===== config.mk =====
export PLATFORM = sky130hd
export DESIGN_NAME = phrase_list_seq
export DESIGN_NICKNAME = d
export VERILOG_FILES = /design/src/rtl/pls_pkg.sv /design/src/rtl/pls_list_table.sv /design/src/rtl/pls_phrase_table.sv /design/src/rtl/pls_tick_timer.sv /design/src/rtl/phrase_list_seq.sv
export SDC_FILE = /design/constraint.sdc
export NUM_CORES = 2
export LEC_CHECK = 0
export ABC_AREA = 1
export BUFFER_PORTS_ARGS = -buffer_cell sky130_fd_sc_hd__clkbuf_2
export CORE_UTILIZATION = 60
export DETAILED_ROUTE_END_ITERATION = 6
export GPL_ROUTABILITY_DRIVEN = 0
export PLACE_DENSITY = 0.76
export SLEW_MARGIN = 20
export SYNTH_ARGS = -nofsm -noshare
export SYNTH_HDL_FRONTEND = slang
export SYNTH_HIERARCHICAL = 1
export SYNTH_SLANG_ARGS = --single-unit

===== constraint.sdc =====
create_clock -name clk -period 4.55 [get_ports clk]
set_input_delay 0 -clock clk [delete_from_list [all_inputs] [get_ports clk]]
set_output_delay 0 -clock clk [all_outputs]
set_load 0.02 [all_outputs]

===== src/rtl/pls_pkg.sv =====
package pls_pkg;

    localparam int LIST_AW   = 5;
    localparam int NUM_LISTS = 2 ** LIST_AW;
    localparam int SLOTS     = 8;
    localparam int SLOT_W    = $clog2(SLOTS);
    localparam int VAL_W     = 5;
    localparam int NUM_PHR   = 2 ** VAL_W;
    localparam int ENTRY_W   = VAL_W + 2;
    localparam int CODE_W    = 3;
    localparam int DIV_W     = 11;
    localparam int BYTE_W    = 8;
    localparam int OUT_W     = 10;
    localparam logic [OUT_W-1:0] MID_CODE = OUT_W'(512);

    // One list step: end marker, quiet select, phrase number or quiet length
    typedef struct packed {
        logic             last;
        logic             quiet;
        logic [VAL_W-1:0] val;
    } step_t;

    typedef enum logic [1:0] {
        ST_IDLE,
        ST_FETCH,
        ST_PHRASE,
        ST_QUIET
    } seq_state_t;

    // Sample period in clocks for a divider code
    function automatic logic [DIV_W-1:0] period_of(input logic [CODE_W-1:0] code);
        case (code)
            3'd0:    period_of = DIV_W'(1024);
            3'd1:    period_of = DIV_W'(768);
            3'd2:    period_of = DIV_W'(640);
            3'd3:    period_of = DIV_W'(512);
            3'd4:    period_of = DIV_W'(384);
            3'd5:    period_of = DIV_W'(320);
            default: period_of = DIV_W'(256);
        endcase
    endfunction

endpackage


===== src/rtl/pls_list_table.sv =====
module pls_list_table
    import pls_pkg::*;
(
    input  logic               clk,
    input  logic               rst,
    input  logic               we,
    input  logic [LIST_AW-1:0] wr_list,
    input  logic [SLOT_W-1:0]  wr_slot,
    input  step_t              wr_step,
    input  logic [LIST_AW-1:0] rd_list,
    input  logic [SLOT_W-1:0]  rd_slot,
    output step_t              rd_step
);

    step_t tab [NUM_LISTS][SLOTS];

    for (genvar gl = 0; gl < NUM_LISTS; gl++) begin : g_list
        for (genvar gs = 0; gs < SLOTS; gs++) begin : g_slot
            always_ff @(posedge clk) begin
                if (rst) begin
                    tab[gl][gs] <= '{last: 1'b1, quiet: 1'b0, val: '0};
                end else if (we && wr_list == LIST_AW'(gl) && wr_slot == SLOT_W'(gs)) begin
                    tab[gl][gs] <= wr_step;
                end
            end
        end
    end

    assign rd_step = tab[rd_list][rd_slot];

endmodule


===== src/rtl/pls_phrase_table.sv =====
module pls_phrase_table
    import pls_pkg::*;
#(
    parameter int MEM_AW = 16
) (
    input  logic              clk,
    input  logic              rst,
    input  logic              we,
    input  logic [VAL_W-1:0]  wr_idx,
    input  logic [MEM_AW-1:0] wr_start,
    input  logic [MEM_AW-1:0] wr_end,
    input  logic [CODE_W-1:0] wr_code,
    input  logic [VAL_W-1:0]  rd_idx,
    output logic [MEM_AW-1:0] rd_start,
    output logic [MEM_AW-1:0] rd_end,
    output logic [CODE_W-1:0] rd_code
);

    logic [MEM_AW-1:0] start_r [NUM_PHR];
    logic [MEM_AW-1:0] end_r   [NUM_PHR];
    logic [CODE_W-1:0] code_r  [NUM_PHR];

    for (genvar gp = 0; gp < NUM_PHR; gp++) begin : g_phr
        always_ff @(posedge clk) begin
            if (rst) begin
                start_r[gp] <= '0;
                end_r[gp]   <= '0;
                code_r[gp]  <= '0;
            end else if (we && wr_idx == VAL_W'(gp)) begin
                start_r[gp] <= wr_start;
                end_r[gp]   <= wr_end;
                code_r[gp]  <= wr_code;
            end
        end
    end

    assign rd_start = start_r[rd_idx];
    assign rd_end   = end_r[rd_idx];
    assign rd_code  = code_r[rd_idx];

endmodule


===== src/rtl/pls_tick_timer.sv =====
module pls_tick_timer #(
    parameter int CW = 18
) (
    input  logic          clk,
    input  logic          rst,
    input  logic          clr,
    input  logic          en,
    input  logic [CW-1:0] limit,
    output logic          at_zero,
    output logic          wrap
);

    logic [CW-1:0] cnt_q;

    assign at_zero = (cnt_q == '0);
    assign wrap    = en && (cnt_q == limit - CW'(1));

    always_ff @(posedge clk) begin
        if (rst || clr) begin
            cnt_q <= '0;
        end else if (en) begin
            cnt_q <= wrap ? '0 : cnt_q + CW'(1);
        end
    end

endmodule


===== src/rtl/phrase_list_seq.sv =====
module phrase_list_seq
    import pls_pkg::*;
#(
    parameter int MEM_AW   = 16,
    parameter int SIL_UNIT = 131072
) (
    input  logic               clk,
    input  logic               rst,
    input  logic               play_req,
    input  logic [LIST_AW-1:0] play_list,
    input  logic               stop_req,
    input  logic               lt_we,
    input  logic [LIST_AW-1:0] lt_list,
    input  logic [SLOT_W-1:0]  lt_slot,
    input  logic [ENTRY_W-1:0] lt_entry,
    input  logic               pt_we,
    input  logic [VAL_W-1:0]   pt_idx,
    input  logic [MEM_AW-1:0]  pt_start,
    input  logic [MEM_AW-1:0]  pt_end,
    input  logic [CODE_W-1:0]  pt_code,
    output logic               mem_rd,
    output logic [MEM_AW-1:0]  mem_addr,
    input  logic [BYTE_W-1:0]  mem_rdata,
    output logic [OUT_W-1:0]   sample_out,
    output logic               busy
);

    localparam int MAX_LIM = (SIL_UNIT > 1024) ? SIL_UNIT : 1024;
    localparam int CW      = $clog2(MAX_LIM + 1);

    seq_state_t         state_q, state_d;
    logic [LIST_AW-1:0] list_q, list_d;
    logic [SLOT_W-1:0]  slot_q, slot_d;
    logic [MEM_AW-1:0]  ptr_q, ptr_d;
    logic [MEM_AW-1:0]  stop_q, stop_d;
    logic [DIV_W-1:0]   per_q, per_d;
    logic [VAL_W-1:0]   left_q, left_d;
    logic               pend_q;
    logic [OUT_W-1:0]   samp_q;

    step_t             cur_step;
    logic [MEM_AW-1:0] ph_start, ph_end;
    logic [CODE_W-1:0] ph_code;
    logic              tm_clr, tm_en, tm_zero, tm_wrap;
    logic [CW-1:0]     tm_limit;
    logic              cmd_stop, cmd_play;

    pls_list_table u_lists (
        .clk     (clk),
        .rst     (rst),
        .we      (lt_we),
        .wr_list (lt_list),
        .wr_slot (lt_slot),
        .wr_step (step_t'(lt_entry)),
        .rd_list (list_q),
        .rd_slot (slot_q),
        .rd_step (cur_step)
    );

    pls_phrase_table #(.MEM_AW(MEM_AW)) u_phrases (
        .clk      (clk),
        .rst      (rst),
        .we       (pt_we),
        .wr_idx   (pt_idx),
        .wr_start (pt_start),
        .wr_end   (pt_end),
        .wr_code  (pt_code),
        .rd_idx   (cur_step.val),
        .rd_start (ph_start),
        .rd_end   (ph_end),
        .rd_code  (ph_code)
    );

    assign tm_clr   = (state_q == ST_FETCH);
    assign tm_en    = (state_q == ST_PHRASE) || (state_q == ST_QUIET);
    assign tm_limit = (state_q == ST_QUIET) ? CW'(SIL_UNIT) : CW'(per_q);

    pls_tick_timer #(.CW(CW)) u_timer (
        .clk     (clk),
        .rst     (rst),
        .clr     (tm_clr),
        .en      (tm_en),
        .limit   (tm_limit),
        .at_zero (tm_zero),
        .wrap    (tm_wrap)
    );

    assign cmd_stop = stop_req || (play_req && play_list == '0);
    assign cmd_play = play_req && (play_list != '0) && !stop_req;

    always_comb begin
        state_d = state_q;
        list_d  = list_q;
        slot_d  = slot_q;
        ptr_d   = ptr_q;
        stop_d  = stop_q;
        per_d   = per_q;
        left_d  = left_q;

        // step_done: move to the next slot or finish after the last one
        case (state_q)
            ST_FETCH: begin
                if (cur_step.last) begin
                    state_d = ST_IDLE;
                end else if (cur_step.quiet && cur_step.val == '0) begin
                    if (slot_q == SLOT_W'(SLOTS - 1)) state_d = ST_IDLE;
                    else slot_d = slot_q + SLOT_W'(1);
                end else if (cur_step.quiet) begin
                    state_d = ST_QUIET;
                    left_d  = cur_step.val;
                end else begin
                    state_d = ST_PHRASE;
                    ptr_d   = ph_start;
                    stop_d  = ph_end;
                    per_d   = period_of(ph_code);
                end
            end
            ST_PHRASE: begin
                if (tm_wrap) begin
                    if (ptr_q == stop_q) begin
                        if (slot_q == SLOT_W'(SLOTS - 1)) begin
                            state_d = ST_IDLE;
                        end else begin
                            state_d = ST_FETCH;
                            slot_d  = slot_q + SLOT_W'(1);
                        end
                    end else begin
                        ptr_d = ptr_q + MEM_AW'(1);
                    end
                end
            end
            ST_QUIET: begin
                if (tm_wrap) begin
                    if (left_q == VAL_W'(1)) begin
                        if (slot_q == SLOT_W'(SLOTS - 1)) begin
                            state_d = ST_IDLE;
                        end else begin
                            state_d = ST_FETCH;
                            slot_d  = slot_q + SLOT_W'(1);
                        end
                    end else begin
                        left_d = left_q - VAL_W'(1);
                    end
                end
            end
            default: ;
        endcase

        if (cmd_stop) begin
            state_d = ST_IDLE;
        end else if (cmd_play) begin
            state_d = ST_FETCH;
            list_d  = play_list;
            slot_d  = '0;
        end
    end

    always_ff @(posedge clk) begin
        if (rst) begin
            state_q <= ST_IDLE;
            list_q  <= '0;
            slot_q  <= '0;
            ptr_q   <= '0;
            stop_q  <= '0;
            per_q   <= DIV_W'(256);
            left_q  <= '0;
            pend_q  <= 1'b0;
            samp_q  <= MID_CODE;
        end else begin
            state_q <= state_d;
            list_q  <= list_d;
            slot_q  <= slot_d;
            ptr_q   <= ptr_d;
            stop_q  <= stop_d;
            per_q   <= per_d;
            left_q  <= left_d;
            pend_q  <= mem_rd && (state_d == ST_PHRASE);
            if (state_d != ST_PHRASE) begin
                samp_q <= MID_CODE;
            end else if (pend_q) begin
                samp_q <= {mem_rdata, {(OUT_W - BYTE_W){1'b0}}};
            end
        end
    end

    assign mem_rd     = (state_q == ST_PHRASE) && tm_zero;
    assign mem_addr   = ptr_q;
    assign sample_out = samp_q;
    assign busy       = (state_q != ST_IDLE);

endmodule


* Word level (Yosys, flattened, before mapping) *
Memories as Yosys holds them, arrays and structs flattened. A register that Yosys moved wholly into a read port is not among the register bits.
Index checks and enable logic that the tools add are counted.

storage, ports and cells
  bits in registers = 69
  latch bits = 0
  bits in writable memories = 2912
  ROM bits = 0
  bits of input ports = 74
  output and inout port bits = 28
  word-level logic and storage cells = 2074
  memories = 4

memories
  name               words  bits a word  rd ports  clocked after memory_dff  wr ports  line                    RTL
  u_lists.tab        32     56           1         1                         32        pls_list_table.sv:15    step_t tab [NUM_LISTS][SLOTS];
  u_phrases.end_r    32     16           1         1                         32        pls_phrase_table.sv:20  logic [MEM_AW-1:0] end_r [NUM_PHR];
  u_phrases.start_r  32     16           1         0                         32        pls_phrase_table.sv:19  logic [MEM_AW-1:0] start_r [NUM_PHR];
  u_phrases.code_r   32     3            1         0                         32        pls_phrase_table.sv:21  logic [CODE_W-1:0] code_r [NUM_PHR];

operators by class
  add/sub/neg operators = 5
  multipliers = 0
  divide/modulo/power cells = 0
  magnitude comparators = 1
  equality and inequality tests = 91
  shift operators = 0
  multiplexer cells = 1260
  bitwise operators = 357
  reduce and logical (&&, ||, !) cells = 347

operator list
  operator                                              number
  two-way mux 7 bit                                     258
  two-way mux 16 bit                                    69
  two-way mux 1 bit                                     868
  OR 1 bit                                              352
  logical AND 1 bit                                     327
  equality test 5 bit (second input constant)           32
  two-way mux 3 bit                                     41
  equality test 5 x 4 -> 1 bit (second input constant)  16
  one-hot mux 11 bit (6 select lines)                   1
  equality test 5 x 3 -> 1 bit (second input constant)  8
  two-way mux 18 bit                                    2
  two-way mux 5 bit                                     7
  one-hot mux 16 bit (2 select lines)                   1
  binary-select mux 7 bit (select 3 bit)                1
  equality test 3 bit (second input constant)           7
  equality test 5 x 2 -> 1 bit (second input constant)  4
  zero test 5 bit                                       4
  adder 18 x 1 -> 18 bit (second input constant)        1
  equality test 18 bit                                  1
  zero test 18 bit                                      1
  two-way mux 2 bit                                     9
  subtractor 18 x 1 -> 18 bit (second input constant)   1
  adder 16 x 1 -> 16 bit (second input constant)        1
  equality test 16 bit                                  1
  other kinds (24)                                      48

* Longest topological paths before layout *
  depth after elaboration = 13
  gate-level depth with buffers = 32
  gate-level depth less buffers = 25

* Hierarchy *
The synthesis kept the hierarchy.

by module, submodules not included
  module            instances  cells an instance  area an instance (um^2)  seq. area each (um^2)
  pls_list_table    1          8861               83776.6                  53811.6
  pls_phrase_table  1          5267               50891.3                  33632.3
  phrase_list_seq   1          541                3415.8                   1221.2
  pls_tick_timer    1          313                1871.8                   360.3

* Worst setup path before layout *
No wires, ideal clock.

  kind = input-to-reg
  from = input pt_we
  to = memory u_phrases.code_r[3][0] (enable)
  data arrival time = 3026 ps
  required time = 4074 ps
  slack = 1048 ps
  stages = 5
  buffers on the path = 1
  path through = inv_1 -> nor2_4 -> buf_2 -> inv_1 -> o21ai_0

RTL lines
  element      line                    RTL
  from (decl)  phrase_list_seq.sv:16   input logic pt_we,
  to (decl)    pls_phrase_table.sv:21

==> flow_summary.yaml <==
drt:
  highest_layer: "met5"
  drtIter0Drc: 17000
  route.met3.wl_um: 54500
  dr.pass1.iters: 7
  totalWireLength_um: 423000
  drc: 0
  vias: 111000
  via_per_inst: 6.17
  ant_nets: 0
  wire_per_inst_um: 23.5
  met2_length_um: 193000
  drt-met1-wl_um: 148000
job:
  drv_cap: 0
layout:
  final_cells: 18000
  utilization_pct: 67.0
  final_common_cell: "nand2_1"
  seqCellArea_um2: 89000
  drive_gt1_share_pct: 7.44
  final_cell_mix: "3982 x nand2_1, 2912 x edfxtp_1, 2830 x nor2_1"
  design_area_um2: 155000
  area_delta_synth_final_pct: 10.5
  multi_input_area_um2: 44000
  fill_cells: 17300
  nets: 14800
critical_path:
  path_buf_inv: 4
  startpoint_type: "flop"
  critPathRequiredTime_ns: 5.39
  critical_path.cell_chain: "inv_16 > buf_12 > buf_4 > nand2_1 > nand3_1 > nand3_1 > nand3_1 > nand3_1 > nand2_1 > nand2_1 > nand3_1 > nand3_1 > nand2_1 > nand4_1 > a21oi_1 > o21ai_0 > nand3b_1 > nand2_2 > nor2_1 > dlygate4sd3_1"
  crit_top_cell: "nand3_1"
  cpPeakStageDelay_ns: 0.60
  cpMaxStageDelayCell: "dlygate4sd3_1"
  critPathMaxFanout: 35
  critical_path.top_delay_family: "simple AND/OR/NAND/NOR gates"
  critical_path_class: "flop to flop"
  cp.arrival_ns: 5.38
  cp-end-kind: "flop"
grt:
  grt-ovfl-total: 0
  grt_pass1_wl_um: 626000
  antenna_found_initial: 10
  grt_pass1_vias: 105000
  grt_max_degree: 164
  grtUsageTotal_pct: 35.1
logic_synthesis:
  ys_ff_latch: 2991
  synth_area_um2: 140000
  avgSynthCellArea_um2: 9.34
  synthArstFlopShare_pct: 0
  yosysSeqAreaShare_pct: 63.6
  postSynthCellCount: 15000
  synth_flop_cell: "edfxtp_1"
  synth_cell_types: 48
  yosys_warnings: 6
  synth_edf_count: 2912
placed_design:
  dpl_cell_area_um2: 143000
  hpwl_um: 247000
  placedCellCount: 17300
  place_ws_ns: 0.235
  port_buffers: 99
clocking:
  clkTransAtPathRegs_ns: 0.06
  htreeDepth: 5
  clock-sinks: 2991
  cts_tree: "built"
  clk_path_buf_depth: 4
  clock_latency_ns: 0.96
  cts-root-buf: "clkbuf_16"
  cts_buffers: 320
timing:
  setup_viol: 0
  min_period_ns: 4.53
  hold_viol: 0
  tightestPinTransition_ns: 1.28
  fmax_ghz: 0.221
  maxSlewHeadroom_pct: 14.5
  fin_skew_ns: 0.0545
  post-route-period-util_pct: 99.7
  setup_tns_ns: 0
  slew_viol_final: 0
  grt_setup_unrepaired: "yes"
  timing.final.ws_setup_ns: 0.0153
outcome:
  status: "finished, final reports clean"
floorplan:
  pin_count: 102
  die_y_um: 485
  start_util_pct: 60.6
  die_x_um: 485
  die_area_um2: 235000
  rows: 176
  core_area_um2: 231000
pwr:
  power_density_nw_per_um2: 435
  vdd_drop_max_mv: 0.377
  leakage_uw: 0.0588
worst_hold_path:
  worstHoldPathType: "input pin to flop"
layout make-up:
class,count,share of cell area [%]
tap,3026,2.45
antenna,6,0.00971
multi-input combinational,10300,28.4
timing repair buffer,593,3.87
clock inverter,155,0.874
inverter,510,1.32
clock buffer,402,5.49
sequential,2991,57.6
synthesized netlist by cell type, drive strengths merged, types with 2 or more instances:
| library cell | number | area, um2 |
|---|---|---|
| nand3b | 5 | 37.5 |
| dfxtp | 79 | 1580 |
| edfxtp | 2912 | 87400 |
| and2 | 2 | 12.5 |
| xor2 | 20 | 175 |
| a31oi | 4 | 25.0 |
| nor3 | 285 | 1460 |
| nand4 | 11 | 68.8 |
| or2 | 3 | 18.8 |
| o31ai | 4 | 30.0 |
| ha | 7 | 87.6 |
| inv | 508 | 1910 |
| o21ai | 336 | 1680 |
| clkbuf | 622 | 2350 |
| buf | 578 | 3190 |
| clkinv | 2 | 7.51 |
| nand2 | 4011 | 15100 |
| xnor2 | 3 | 26.3 |
| nor4 | 5 | 31.3 |
| a21oi | 59 | 295 |
| nor2 | 2861 | 10800 |
| a211oi | 2 | 15.0 |
| nand3 | 2648 | 13500 |
| mux2i | 8 | 80.1 |
flip-flops by register name, summed over array words and instances, names as in the netlist, 2 cells and up:
register,cells
u_lists/tab,1792
u_phrases/end_r,512
u_phrases/start_r,512
u_phrases/code_r,96
u_timer/cnt_q,18
mem_addr,16
stop_q,16
sample_out,8
left_q,5
list_q,5
per_q,5
slot_q,3
state_q,2
stage by stage:
stage          hold WS [ns]  total power [uW]
2_1_floorplan         0.144             38500
3_3_place_gp          0.251             42000
3_5_place_dp          0.256             42100
4_1_cts             0.00725             66800
5_1_grt              0.0959             69100
6_report             0.0701             67300
layer usage:
layer	vias up	GRT usage (%)
met5	-	0
met4	4	20.8
met3	1316	6.59
met2	8133	55.5
met1	52000	45.4
li1	49600	-
path summary, 6_finish.rpt:
path	startpoint	endpoint	slack, ns	cells past startpoint
max reg2reg	list_q[0]	state_q[0]	0.02	20
max	list_q[0]	state_q[0]	0.02	20
min reg2reg	stop_q[10]	stop_q[10]	0.48	2
min	pt_idx[2]	u_phrases/start_r[16][6]	0.07	6
power by group:
group          total [uW]  switching, uW  internal (uW)  leakage, uW
registers           32100            476          31600       0.0285
logic               10100           7350           2740       0.0255
clock network       25100          10600          14500      0.00485
total               67300          18400          48900       0.0588
logic make-up (layout without fill, tap and decap cells):
family / Yosys count / count (layout) / share of synthesized area (%)
other: 1 / 47 / 0.00268
xor gates and xnor gates: 24 / 24 / 0.161
adders and majority gates: 7 / 7 / 0.0626
AOI/OAI and AO/OA: 409 / 409 / 1.48
muxes: 8 / 8 / 0.0572
DFF: 2991 / 2991 / 63.6
buffers and inverters: 1710 / 1660 / 5.33
and+or+nand+nor: 9832 / 9832 / 29.3
what timing repair did:
action	CTS	global route
gates resized for setup	0	36
hold buffers	87	0
endpoints found under the setup margin	0	30
endpoints found under the hold margin	1876	0
buffers inserted	0	5
worst reg2reg max path, delay by kind of cell, from the launching register on:
kind / cells / cell delay, ns
flops: 1 / 0.40
simple gates: 14 / 2.37
compound gates: 2 / 0.28
buf+inv: 4 / 1.37
Note: power is estimated with default switching activity, not from simulation.
